### src/rtl/cfg_load_pkg.sv
package cfg_load_pkg;

    typedef enum logic [1:0] {
        ST_INIT = 2'd0,
        ST_LOAD = 2'd1,
        ST_DONE = 2'd2
    } ld_state_e;

    // edge events of the generated memory clock, valid in the cycle the
    // register toggles
    typedef struct packed {
        logic rise;
        logic fall;
    } clk_evt_t;

    function automatic int half_of(input int div);
        return (div < 2) ? 1 : div / 2;
    endfunction

endpackage

### src/rtl/cfg_prog_filter.sv
module cfg_prog_filter #(
    parameter int PROG_MIN = 10
) (
    input  logic clk,
    input  logic rst,
    input  logic prog_n,
    output logic req_low,
    output logic req_hit
);
    localparam int CW = $clog2(PROG_MIN + 1);

    logic          sync1, sync2;
    logic [CW-1:0] low_cnt;

    always_ff @(posedge clk) begin
        if (rst) begin
            sync1 <= 1'b1;
            sync2 <= 1'b1;
        end else begin
            sync1 <= prog_n;
            sync2 <= sync1;
        end
    end

    assign req_low = ~sync2;
    assign req_hit = req_low && (low_cnt == CW'(PROG_MIN - 1));

    always_ff @(posedge clk) begin
        if (rst || !req_low)
            low_cnt <= '0;
        else if (low_cnt != CW'(PROG_MIN))
            low_cnt <= low_cnt + 1'b1;
    end

    // a held request fires only once
    p_single_hit_r7: assert property (@(posedge clk) disable iff (rst)
        req_hit |=> !req_hit);

endmodule

### src/rtl/cfg_clk_gen.sv
module cfg_clk_gen
    import cfg_load_pkg::*;
#(
    parameter int DIV_FAST = 2,
    parameter int DIV_SLOW = 16
) (
    input  logic     clk,
    input  logic     rst,
    input  logic     run,
    input  logic     slow,
    output logic     cfg_clk,
    output clk_evt_t evt
);
    localparam int HF = half_of(DIV_FAST);
    localparam int HS = half_of(DIV_SLOW);
    localparam int HM = (HS > HF) ? HS : HF;
    localparam int CW = $clog2(HM + 1);

    logic [CW-1:0] cnt;
    logic [CW-1:0] lim;
    logic          tick;

    assign lim      = slow ? CW'(HS - 1) : CW'(HF - 1);
    assign tick     = run && (cnt == lim);
    assign evt.rise = tick && !cfg_clk;
    assign evt.fall = tick && cfg_clk;

    always_ff @(posedge clk) begin
        if (rst || !run) begin
            cnt     <= '0;
            cfg_clk <= 1'b0;
        end else if (tick) begin
            cnt     <= '0;
            cfg_clk <= ~cfg_clk;
        end else begin
            cnt     <= cnt + 1'b1;
        end
    end

    // the clock parks low once the sequencer stops it
    p_park_low_r3: assert property (@(posedge clk) disable iff (rst)
        !run |=> !cfg_clk);
    p_rise_in_run_r3: assert property (@(posedge clk) disable iff (rst)
        $rose(cfg_clk) |-> $past(run));

endmodule

### src/rtl/cfg_serial_loader.sv
module cfg_serial_loader
    import cfg_load_pkg::*;
#(
    parameter int LOAD_BITS   = 1024,
    parameter int INIT_CYCLES = 8,
    parameter int PROG_MIN    = 10,
    parameter int DIV_FAST    = 2,
    parameter int DIV_SLOW    = 16
) (
    input  logic clk,
    input  logic rst,
    input  logic prog_n,
    input  logic slow_sel,
    input  logic ser_din,
    output logic cfg_clk,
    output logic init_n,
    output logic done,
    output logic chain_dout
);
    localparam int TW = $clog2(INIT_CYCLES + 1);
    localparam int BW = $clog2(LOAD_BITS + 1);

    ld_state_e     state;
    logic [TW-1:0] tmr;
    logic [BW-1:0] bit_cnt;
    logic          slow_q;
    logic          held_bit;
    logic          chain_q;
    logic          req_low, req_hit;
    clk_evt_t      evt;

    cfg_prog_filter #(.PROG_MIN(PROG_MIN)) u_filt (
        .clk(clk), .rst(rst), .prog_n(prog_n),
        .req_low(req_low), .req_hit(req_hit)
    );

    cfg_clk_gen #(.DIV_FAST(DIV_FAST), .DIV_SLOW(DIV_SLOW)) u_cgen (
        .clk(clk), .rst(rst), .run(state == ST_LOAD), .slow(slow_q),
        .cfg_clk(cfg_clk), .evt(evt)
    );

    always_ff @(posedge clk) begin
        if (rst) begin
            state    <= ST_INIT;
            tmr      <= '0;
            bit_cnt  <= '0;
            slow_q   <= 1'b0;
            held_bit <= 1'b0;
            chain_q  <= 1'b0;
        end else if (req_hit) begin
            state   <= ST_INIT;
            tmr     <= '0;
            bit_cnt <= '0;
        end else begin
            unique case (state)
                ST_INIT: begin
                    bit_cnt <= '0;
                    if (req_low)
                        tmr <= '0;
                    else if (tmr == TW'(INIT_CYCLES - 1)) begin
                        tmr    <= '0;
                        slow_q <= slow_sel;
                        state  <= ST_LOAD;
                    end else
                        tmr <= tmr + 1'b1;
                end
                ST_LOAD: begin
                    if (evt.rise) begin
                        held_bit <= ser_din;
                        chain_q  <= held_bit;
                        bit_cnt  <= bit_cnt + 1'b1;
                    end
                    if (evt.fall && bit_cnt == BW'(LOAD_BITS)) begin
                        chain_q <= held_bit;
                        state   <= ST_DONE;
                    end
                end
                default: ;
            endcase
        end
    end

    assign init_n     = (state != ST_INIT);
    assign done       = (state == ST_DONE);
    assign chain_dout = chain_q;

    // no memory clock activity once complete
    p_done_quiet_r6: assert property (@(posedge clk) disable iff (rst)
        done |-> !cfg_clk);
    p_count_cap_r6: assert property (@(posedge clk) disable iff (rst)
        bit_cnt <= BW'(LOAD_BITS));
    p_done_full_r6: assert property (@(posedge clk) disable iff (rst)
        $rose(done) |-> $past(bit_cnt) == BW'(LOAD_BITS));
    // a valid request forces initialisation on the next cycle
    p_abort_r9: assert property (@(posedge clk) disable iff (rst)
        req_hit |=> (!init_n && !done));
    // the latched rate cannot change within a load
    p_rate_hold_r3: assert property (@(posedge clk) disable iff (rst)
        (state == ST_LOAD && $past(state) == ST_LOAD) |-> slow_q == $past(slow_q));

endmodule

### config.mk
export PLATFORM = sky130hd
export DESIGN_NAME = cfg_serial_loader
export DESIGN_NICKNAME = d
export VERILOG_FILES = /design/src/rtl/cfg_load_pkg.sv /design/src/rtl/cfg_prog_filter.sv /design/src/rtl/cfg_clk_gen.sv /design/src/rtl/cfg_serial_loader.sv
export SDC_FILE = /design/constraint.sdc
export NUM_CORES = 1
export LEC_CHECK = 0
export ABC_AREA = 1
export BUFFER_PORTS_ARGS = -buffer_cell sky130_fd_sc_hd__buf_2
export CAP_MARGIN = 0
export CORE_MARGIN = 4
export CORE_UTILIZATION = 35
export CTS_CLUSTER_DIAMETER = 120
export CTS_CLUSTER_SIZE = 12
export DETAILED_ROUTE_END_ITERATION = 8
export RECOVER_POWER = 100
export REMOVE_ABC_BUFFERS = 1
export SLEW_MARGIN = 0
export SYNTH_ARGS = -nofsm -noshare
export SYNTH_HDL_FRONTEND = slang
export SYNTH_HIERARCHICAL = 1
export SYNTH_SLANG_ARGS = --single-unit
### constraint.sdc
create_clock -name clk -period 3.3 [get_ports clk]
set_input_delay 0.165 -clock clk [delete_from_list [all_inputs] [get_ports clk]]
set_output_delay 0.165 -clock clk [all_outputs]
set_load 0.005 [all_outputs]
==> impl_metrics.env, run 1 <==
export IMPL_row_count=24
export IMPL_finalCriticalPeriod_ns=2.102
export IMPL_crit_arrival_ns=2.28
export IMPL_grt_pass1_vias=1165
export IMPL_post_drt_wl_per_cell_microns=9.979
export IMPL_maxCapViolations=0
export IMPL_syn_avg_cell_area_sq_um=7.560
export IMPL_grt_pass1_wl_microns=4885
export IMPL_netlist_area_leader_share=0.3836
export IMPL_ys_warnings_count=6
export IMPL_antenna_found_initial=0
export IMPL_drt_met1_wl_microns=1435
export IMPL_first_pass_iters=4
export IMPL_clockBufferDepth=2
export IMPL_rr_worst_depth=12
export IMPL_power_internal_mw=0.5499
export IMPL_cp_max_fo=8
export IMPL_wl_met3_microns=94
export IMPL_cp_top_family="simple AND/OR/NAND/NOR gates"
export IMPL_synth_largest_area_cell="dfxtp_1"
export IMPL_globalRouteOverflowTotal=0
export IMPL_dieArea_sq_um=5774
export IMPL_slew_viol_final=0
export IMPL_drcViolationCount=0
export IMPL_power_switching_mw=0.1501
export IMPL_place_congestion=0.7744
export IMPL_setup_violations=0
export IMPL_hold_viol=0
export IMPL_cts_sinks=31
export IMPL_grt_usage=0.1049
export IMPL_timing_final_crit_share=0.6370
export IMPL_relSlewSlack=0.5847
export IMPL_grt_max_degree=12
export IMPL_cts_root_buf="clkbuf_8"
export IMPL_p_leak_nw=0.6857
export IMPL_max_freq_mhz=475.7
export IMPL_critical_path_class="flip-flop to flip-flop"
export IMPL_portBuffers=8
export IMPL_setup_tns_final_ns=0
export IMPL_rsz0062_at_grt="false"
export IMPL_endpoint_kind="flip-flop"
export IMPL_ys_seq_area_frac=0.3836
export IMPL_core_sq_um=4414
export IMPL_dieHeight_microns=75.99
export IMPL_cts_setup_buffers=0
export IMPL_drt_iter0_markers=56
export IMPL_dp_cells=273
export IMPL_initial_utilization=0.3665
export IMPL_vias_per_cell=4.632
export IMPL_cp_required_ns=3.47
export IMPL_nNetsFinal=240
export IMPL_regToRegSetupSlack_ns=1.20
export IMPL_hold_end="u_filt/sync1"
export IMPL_ys_ff_latch=31
export IMPL_path_cells="inv_1 > nand2_1 > inv_1 > inv_1 > nor2_1 > nand2_2 > nor2_1 > nand2_2 > nand2_1 > nand4_1 > nor3b_1 > nor2_1"
export IMPL_seqPwrFrac=0.548
export IMPL_clkTransAtPathRegs_ns=0.06
export IMPL_finish_utilization=0.3929
export IMPL_antenna_cells=0
export IMPL_rr_endpoint="bit_cnt[9]"
export IMPL_swShare=0.2145
export IMPL_io_pins=9
export IMPL_cp_slowest_cell="dfxtp_1"
export IMPL_routed_top_layer="met4"
export IMPL_dp_slack_ns=1.512
export IMPL_numCtsBuffers=5
export IMPL_via_count=1297
export IMPL_min_delay_start="prog_n"
export IMPL_drive_gt1_frac=0.1316
export IMPL_clk_latency_ns=0.28
export IMPL_skew_ns=0.009340
export IMPL_layout_common_cells="37 x nand2_1, 37 x nor2_1, 31 x dfxtp_1"
export IMPL_wl_microns=2794
export IMPL_die_w_microns=75.99
export IMPL_pwr_share_clk=0.426
export IMPL_max_vdd_ir_drop_v=0.0002299
export IMPL_htree_levels=2
export IMPL_worstMarginPinSlew_ns=0.6207
export IMPL_dpl_hpwl_microns=2130
export IMPL_comb_power_share=0.026
export IMPL_stdcell_count=280
export IMPL_fin_ws_ns=1.198
export IMPL_synth_area_leaders="dfxtp_1 38%, nand2_1 8.1%, nor2_1 7.9%"
export IMPL_synth_area_sq_um=1618
export IMPL_crit_path_max_incr_delay_ns=0.31
export IMPL_whs_path_depth=2
export IMPL_synth_cell_type_count=32
export IMPL_holdBufCountCts=0
export IMPL_cts_tree="built"
export IMPL_detail_route_antenna_nets=0
export IMPL_cts_resized_gates=0
export IMPL_syn_inst=214
export IMPL_critical_path_buf_inv_count=3
export IMPL_dr_wl_met2_microns=1172
export IMPL_power_density_nw_per_um2=403.7
export IMPL_status="finished clean"
export IMPL_r2r_start="state[1]"
export IMPL_worstHoldPathType="input pin to flip-flop"
export IMPL_worstSetupStartpointType="flip-flop"
export IMPL_area_growth_pct=7.192
==> routing by layer <==
| metal | track usage | up-vias |
|---|---|---|
| met2 | 0.1481 | 20 |
| met1 | 0.1359 | 558 |
| met5 | 0 | - |
| li1 | - | 712 |
| met4 | 0.07829 | 0 |
| met3 | 0.02600 | 7 |
==> flip-flops by register name, summed over array words and instances (netlist names) <==
signal	count
chain_dout	1
bit_cnt	11
slow_q	1
u_filt/low_cnt	4
u_cgen/cnt	4
u_filt/sync2	1
u_filt/sync1	1
held_bit	1
tmr	4
u_cgen/cfg_clk	1
state	2
==> synth_stat cells <==
| cell type | n |
|---|---|
| a211oi_1 | 2 |
| a21oi_1 | 13 |
| a21oi_2 | 2 |
| a2bb2oi_2 | 1 |
| buf_6 | 1 |
| dfxtp_1 | 31 |
| ha_1 | 7 |
| inv_1 | 25 |
| inv_2 | 6 |
| inv_4 | 1 |
| nand2_1 | 35 |
| nand2_2 | 5 |
| nand2_4 | 2 |
| nand3_1 | 15 |
| nand3_2 | 1 |
| nand3_4 | 1 |
| nand4_1 | 5 |
| nand4_4 | 1 |
| nor2_1 | 34 |
| nor2_2 | 5 |
| nor2_4 | 3 |
| nor3_1 | 1 |
| nor3b_1 | 2 |
| o21a_1 | 1 |
| o21ai_0 | 1 |
| o21ai_1 | 3 |
| o21ai_2 | 3 |
| o21bai_2 | 1 |
| or2_0 | 1 |
| or2_1 | 2 |
| xnor2_1 | 2 |
| xor2_1 | 1 |
==> logic make-up after synthesis <==
kind of cell | share of synthesized area
AOI/OAI and AO/OA | 0.1098
DFF | 0.3836
xor gates and xnor gates | 0.01624
and+or+nand+nor | 0.3534
adders and majority gates | 0.05414
buffers and inverters | 0.08275
==> area by class of cell <==
cell class / instances / area (sq um)
Fill cell: 472 / 2680
Multi-Input combinational cell: 150 / 802.0
Sequential cell: 31 / 620.6
Inverter: 32 / 122.6
Clock buffer: 6 / 82.58
Tap cell: 52 / 65.06
Timing Repair Buffer: 8 / 36.28
Clock inverter: 1 / 5.005
==> how the worst max path moves through the flow <==
| stage | from | to | slack, ns | cells past startpoint |
|---|---|---|---|---|
| 4_1_cts | state[1] | bit_cnt[9] | 1.50 | 12 |
| 6_report | state[1] | bit_cnt[9] | 1.20 | 12 |
| 3_5_place_dp | state[1] | bit_cnt[9] | 1.51 | 12 |
| 5_1_grt | u_filt/low_cnt[1] | bit_cnt[7] | 0.91 | 9 |
| 3_3_place_gp | state[1] | bit_cnt[9] | 1.52 | 12 |
| 2_1_floorplan | state[1] | bit_cnt[9] | 1.71 | 12 |
==> power by group through the flow <==
stage          combinational, mW  sequential, mW  clock (mW)
6_report                  0.0181           0.383       0.299
5_1_grt                   0.0220           0.383       0.330
4_1_cts                   0.0197           0.383       0.312
3_5_place_dp              0.0196           0.392           0
3_3_place_gp              0.0198           0.392           0
2_1_floorplan             0.0132           0.391           0
==> stage by stage <==
step                      hold WS, ns  area [sq um]  total power, mW
after floorplan                0.2341          1607           0.4040
after global placement         0.3431          1712           0.4115
after detailed placement       0.3485          1712           0.4112
after CTS                     0.04978          1799           0.7154
after global routing          0.06743          1734           0.7357
final                         0.05693          1734           0.7000
No activity file was read; power rests on OpenSTA's default activity.
==> inputs of run 2 (changes only) <==
==> constraint.sdc (replaced) <==
create_clock -name clk -period 2.1 [get_ports clk]
set_input_delay 0.105 -clock clk [delete_from_list [all_inputs] [get_ports clk]]
set_output_delay 0.105 -clock clk [all_outputs]
set_load 0.005 [all_outputs]
==> run 2 against run 1 <==
  * Sequential power grew 57%
  * Die area unchanged
  * Wire length shrank 0.39%
  * Flip-flop and latch count unchanged
  * Worst hold slack better by 0.035 ns
  * Utilization increased by 1.0 points
  * Critical path depth stayed put
  * Clock power grew 70%
  * Register-to-register slack worse by 0.91 ns
  * Sequential share of layout area shrank 0.93 points
  * Clock skew down 0.0053 ns
  * Combinational power is 71% higher
==> impl_metrics.env, run 2 (synthesis gave the netlist of run 1 again) <==
export IMPL_numCtsBuffers=5
export IMPL_rsz0062_at_grt="false"
export IMPL_slew_viol_final=0
export IMPL_cp_required_ns=2.27
export IMPL_relSlewSlack=0.7788
export IMPL_pwr_share_clk=0.446
export IMPL_holdWs_ns=0.09195
export IMPL_routed_top_layer="met4"
export IMPL_largest_reg_flops=11
export IMPL_fin_ws_ns=0.2838
export IMPL_setup_violations=0
export IMPL_globalRouteOverflowTotal=0
export IMPL_max_vdd_ir_drop_v=0.0003997
export IMPL_vias_per_cell=4.539
export IMPL_area_growth_pct=10.05
export IMPL_portBuffers=8
export IMPL_status="finished clean"
export IMPL_grt_pass1_wl_microns=4795
export IMPL_grt_pass1_vias=1134
export IMPL_power_switching_mw=0.2344
export IMPL_dieArea_sq_um=5774
export IMPL_p_leak_nw=0.7236
export IMPL_worstHoldPathType="input pin to flip-flop"
export IMPL_core_sq_um=4414
export IMPL_clk_latency_ns=0.28
export IMPL_io_pins=9
export IMPL_wl_microns=2783
export IMPL_seqPwrFrac=0.527
export IMPL_hold_viol=0
export IMPL_nNetsFinal=241
export IMPL_dr_wl_met2_microns=1160
export IMPL_row_count=24
export IMPL_grt_usage=0.1042
export IMPL_first_pass_iters=4
export IMPL_dp_slack_ns=0.3195
export IMPL_htree_levels=2
export IMPL_detail_route_antenna_nets=0
export IMPL_drt_met1_wl_microns=1422
export IMPL_cp_max_fo=5
export IMPL_cts_root_buf="clkbuf_8"
export IMPL_dpl_hpwl_microns=2119
export IMPL_cts_tree="built"
export IMPL_wl_met3_microns=126
export IMPL_maxCapViolations=0
export IMPL_power_density_nw_per_um2=641.6
export IMPL_timing_final_crit_share=0.8648
export IMPL_via_count=1280
export IMPL_cts_sinks=31
export IMPL_top_register="bit_cnt"
export IMPL_grt_max_degree=12
export IMPL_drcViolationCount=0
export IMPL_antenna_found_initial=0
export IMPL_max_freq_mhz=550.6
export IMPL_finalCriticalPeriod_ns=1.816
export IMPL_post_drt_wl_per_cell_microns=9.869
export IMPL_setup_tns_final_ns=0
export IMPL_endpoint_kind="flip-flop"
export IMPL_cts_resized_gates=0
export IMPL_skew_ns=0.004052
export IMPL_worstSetupStartpointType="flip-flop"
export IMPL_critical_path_class="flip-flop to flip-flop"
export IMPL_dieHeight_microns=75.99
export IMPL_power_internal_mw=0.9078
export IMPL_drt_iter0_markers=59
export IMPL_initial_utilization=0.3665
export IMPL_clockBufferDepth=2
export IMPL_antenna_cells=0
export IMPL_crit_arrival_ns=1.99
export IMPL_swShare=0.2052
export IMPL_layout_common_cells="36 x nand2_1, 36 x nor2_1, 31 x dfxtp_1"
export IMPL_comb_power_share=0.027
export IMPL_clkTransAtPathRegs_ns=0.06
export IMPL_finish_utilization=0.4033
export IMPL_drive_gt1_frac=0.1565
export IMPL_place_congestion=0.7744
export IMPL_worstMarginPinSlew_ns=0.3293
export IMPL_die_w_microns=75.99
run 2: cell types whose count changed in the layout (fill, tap and decap cells not counted), sizes merged:
cell,delta
buf,+3
clkbuf,-1
clkinv,-1
dlygate4sd3,+1
run 2: power by group through the flow:
| stage | clock network [mW] | registers [mW] | logic, mW |
|---|---|---|---|
| 2_1_floorplan | 0 | 0.614 | 0.0208 |
| 3_3_place_gp | 0 | 0.616 | 0.0310 |
| 3_5_place_dp | 0 | 0.615 | 0.0307 |
| 4_1_cts | 0.537 | 0.602 | 0.0322 |
| 5_1_grt | 0.565 | 0.602 | 0.0371 |
| 6_report | 0.509 | 0.602 | 0.0309 |
run 2: through the flow:
step	cell area [sq um]	total power, mW	cells
after floorplan	1607	0.6348	213
after global placement	1712	0.6466	273
after detailed placement	1712	0.6460	273
after CTS	1822	1.172	282
after global routing	1780	1.205	282
final	1780	1.142	282
run 2: final timing paths:
check,startpoint,endpoint,slack [ns],cells past startpoint
setup / recovery,state[1],chain_dout,0.28,12
hold / removal,ser_din,held_bit,0.09,3
setup reg to reg,state[1],chain_dout,0.28,12
hold reg to reg,u_filt/sync1,u_filt/sync2,0.40,1
run 2: cell type report:
class,count,area (sq um)
timing repair buffer,9,48.80
fill,467,2634
clock buffer,8,100.1
tap,52,65.06
multi-input combinational,150,823.3
sequential,31,620.6
inverter,32,122.6
run 2: metal layers:
| metal | up-vias | GRT usage |
|---|---|---|
| met3 | 5 | 0.03664 |
| li1 | 713 | - |
| met4 | 0 | 0.06762 |
| met2 | 17 | 0.1490 |
| met5 | - | 0 |
| met1 | 545 | 0.1311 |
run 2: critical path, stage by stage, from the launching register on:
cell     delay (ns)
dfxtp_1        0.32
inv_2          0.11
nand2_1        0.10
inv_1          0.08
inv_1          0.05
nor2_1         0.17
nand2_2        0.08
nor2_1         0.13
nand2_2        0.09
nor2_1         0.23
nand2_1        0.13
a21oi_1        0.16
nor2_1         0.06
run 2: repair_timing:
action,in CTS,in global routing
endpoints found under the hold margin,1,0
setup buffers,0,0
hold buffers,1,0
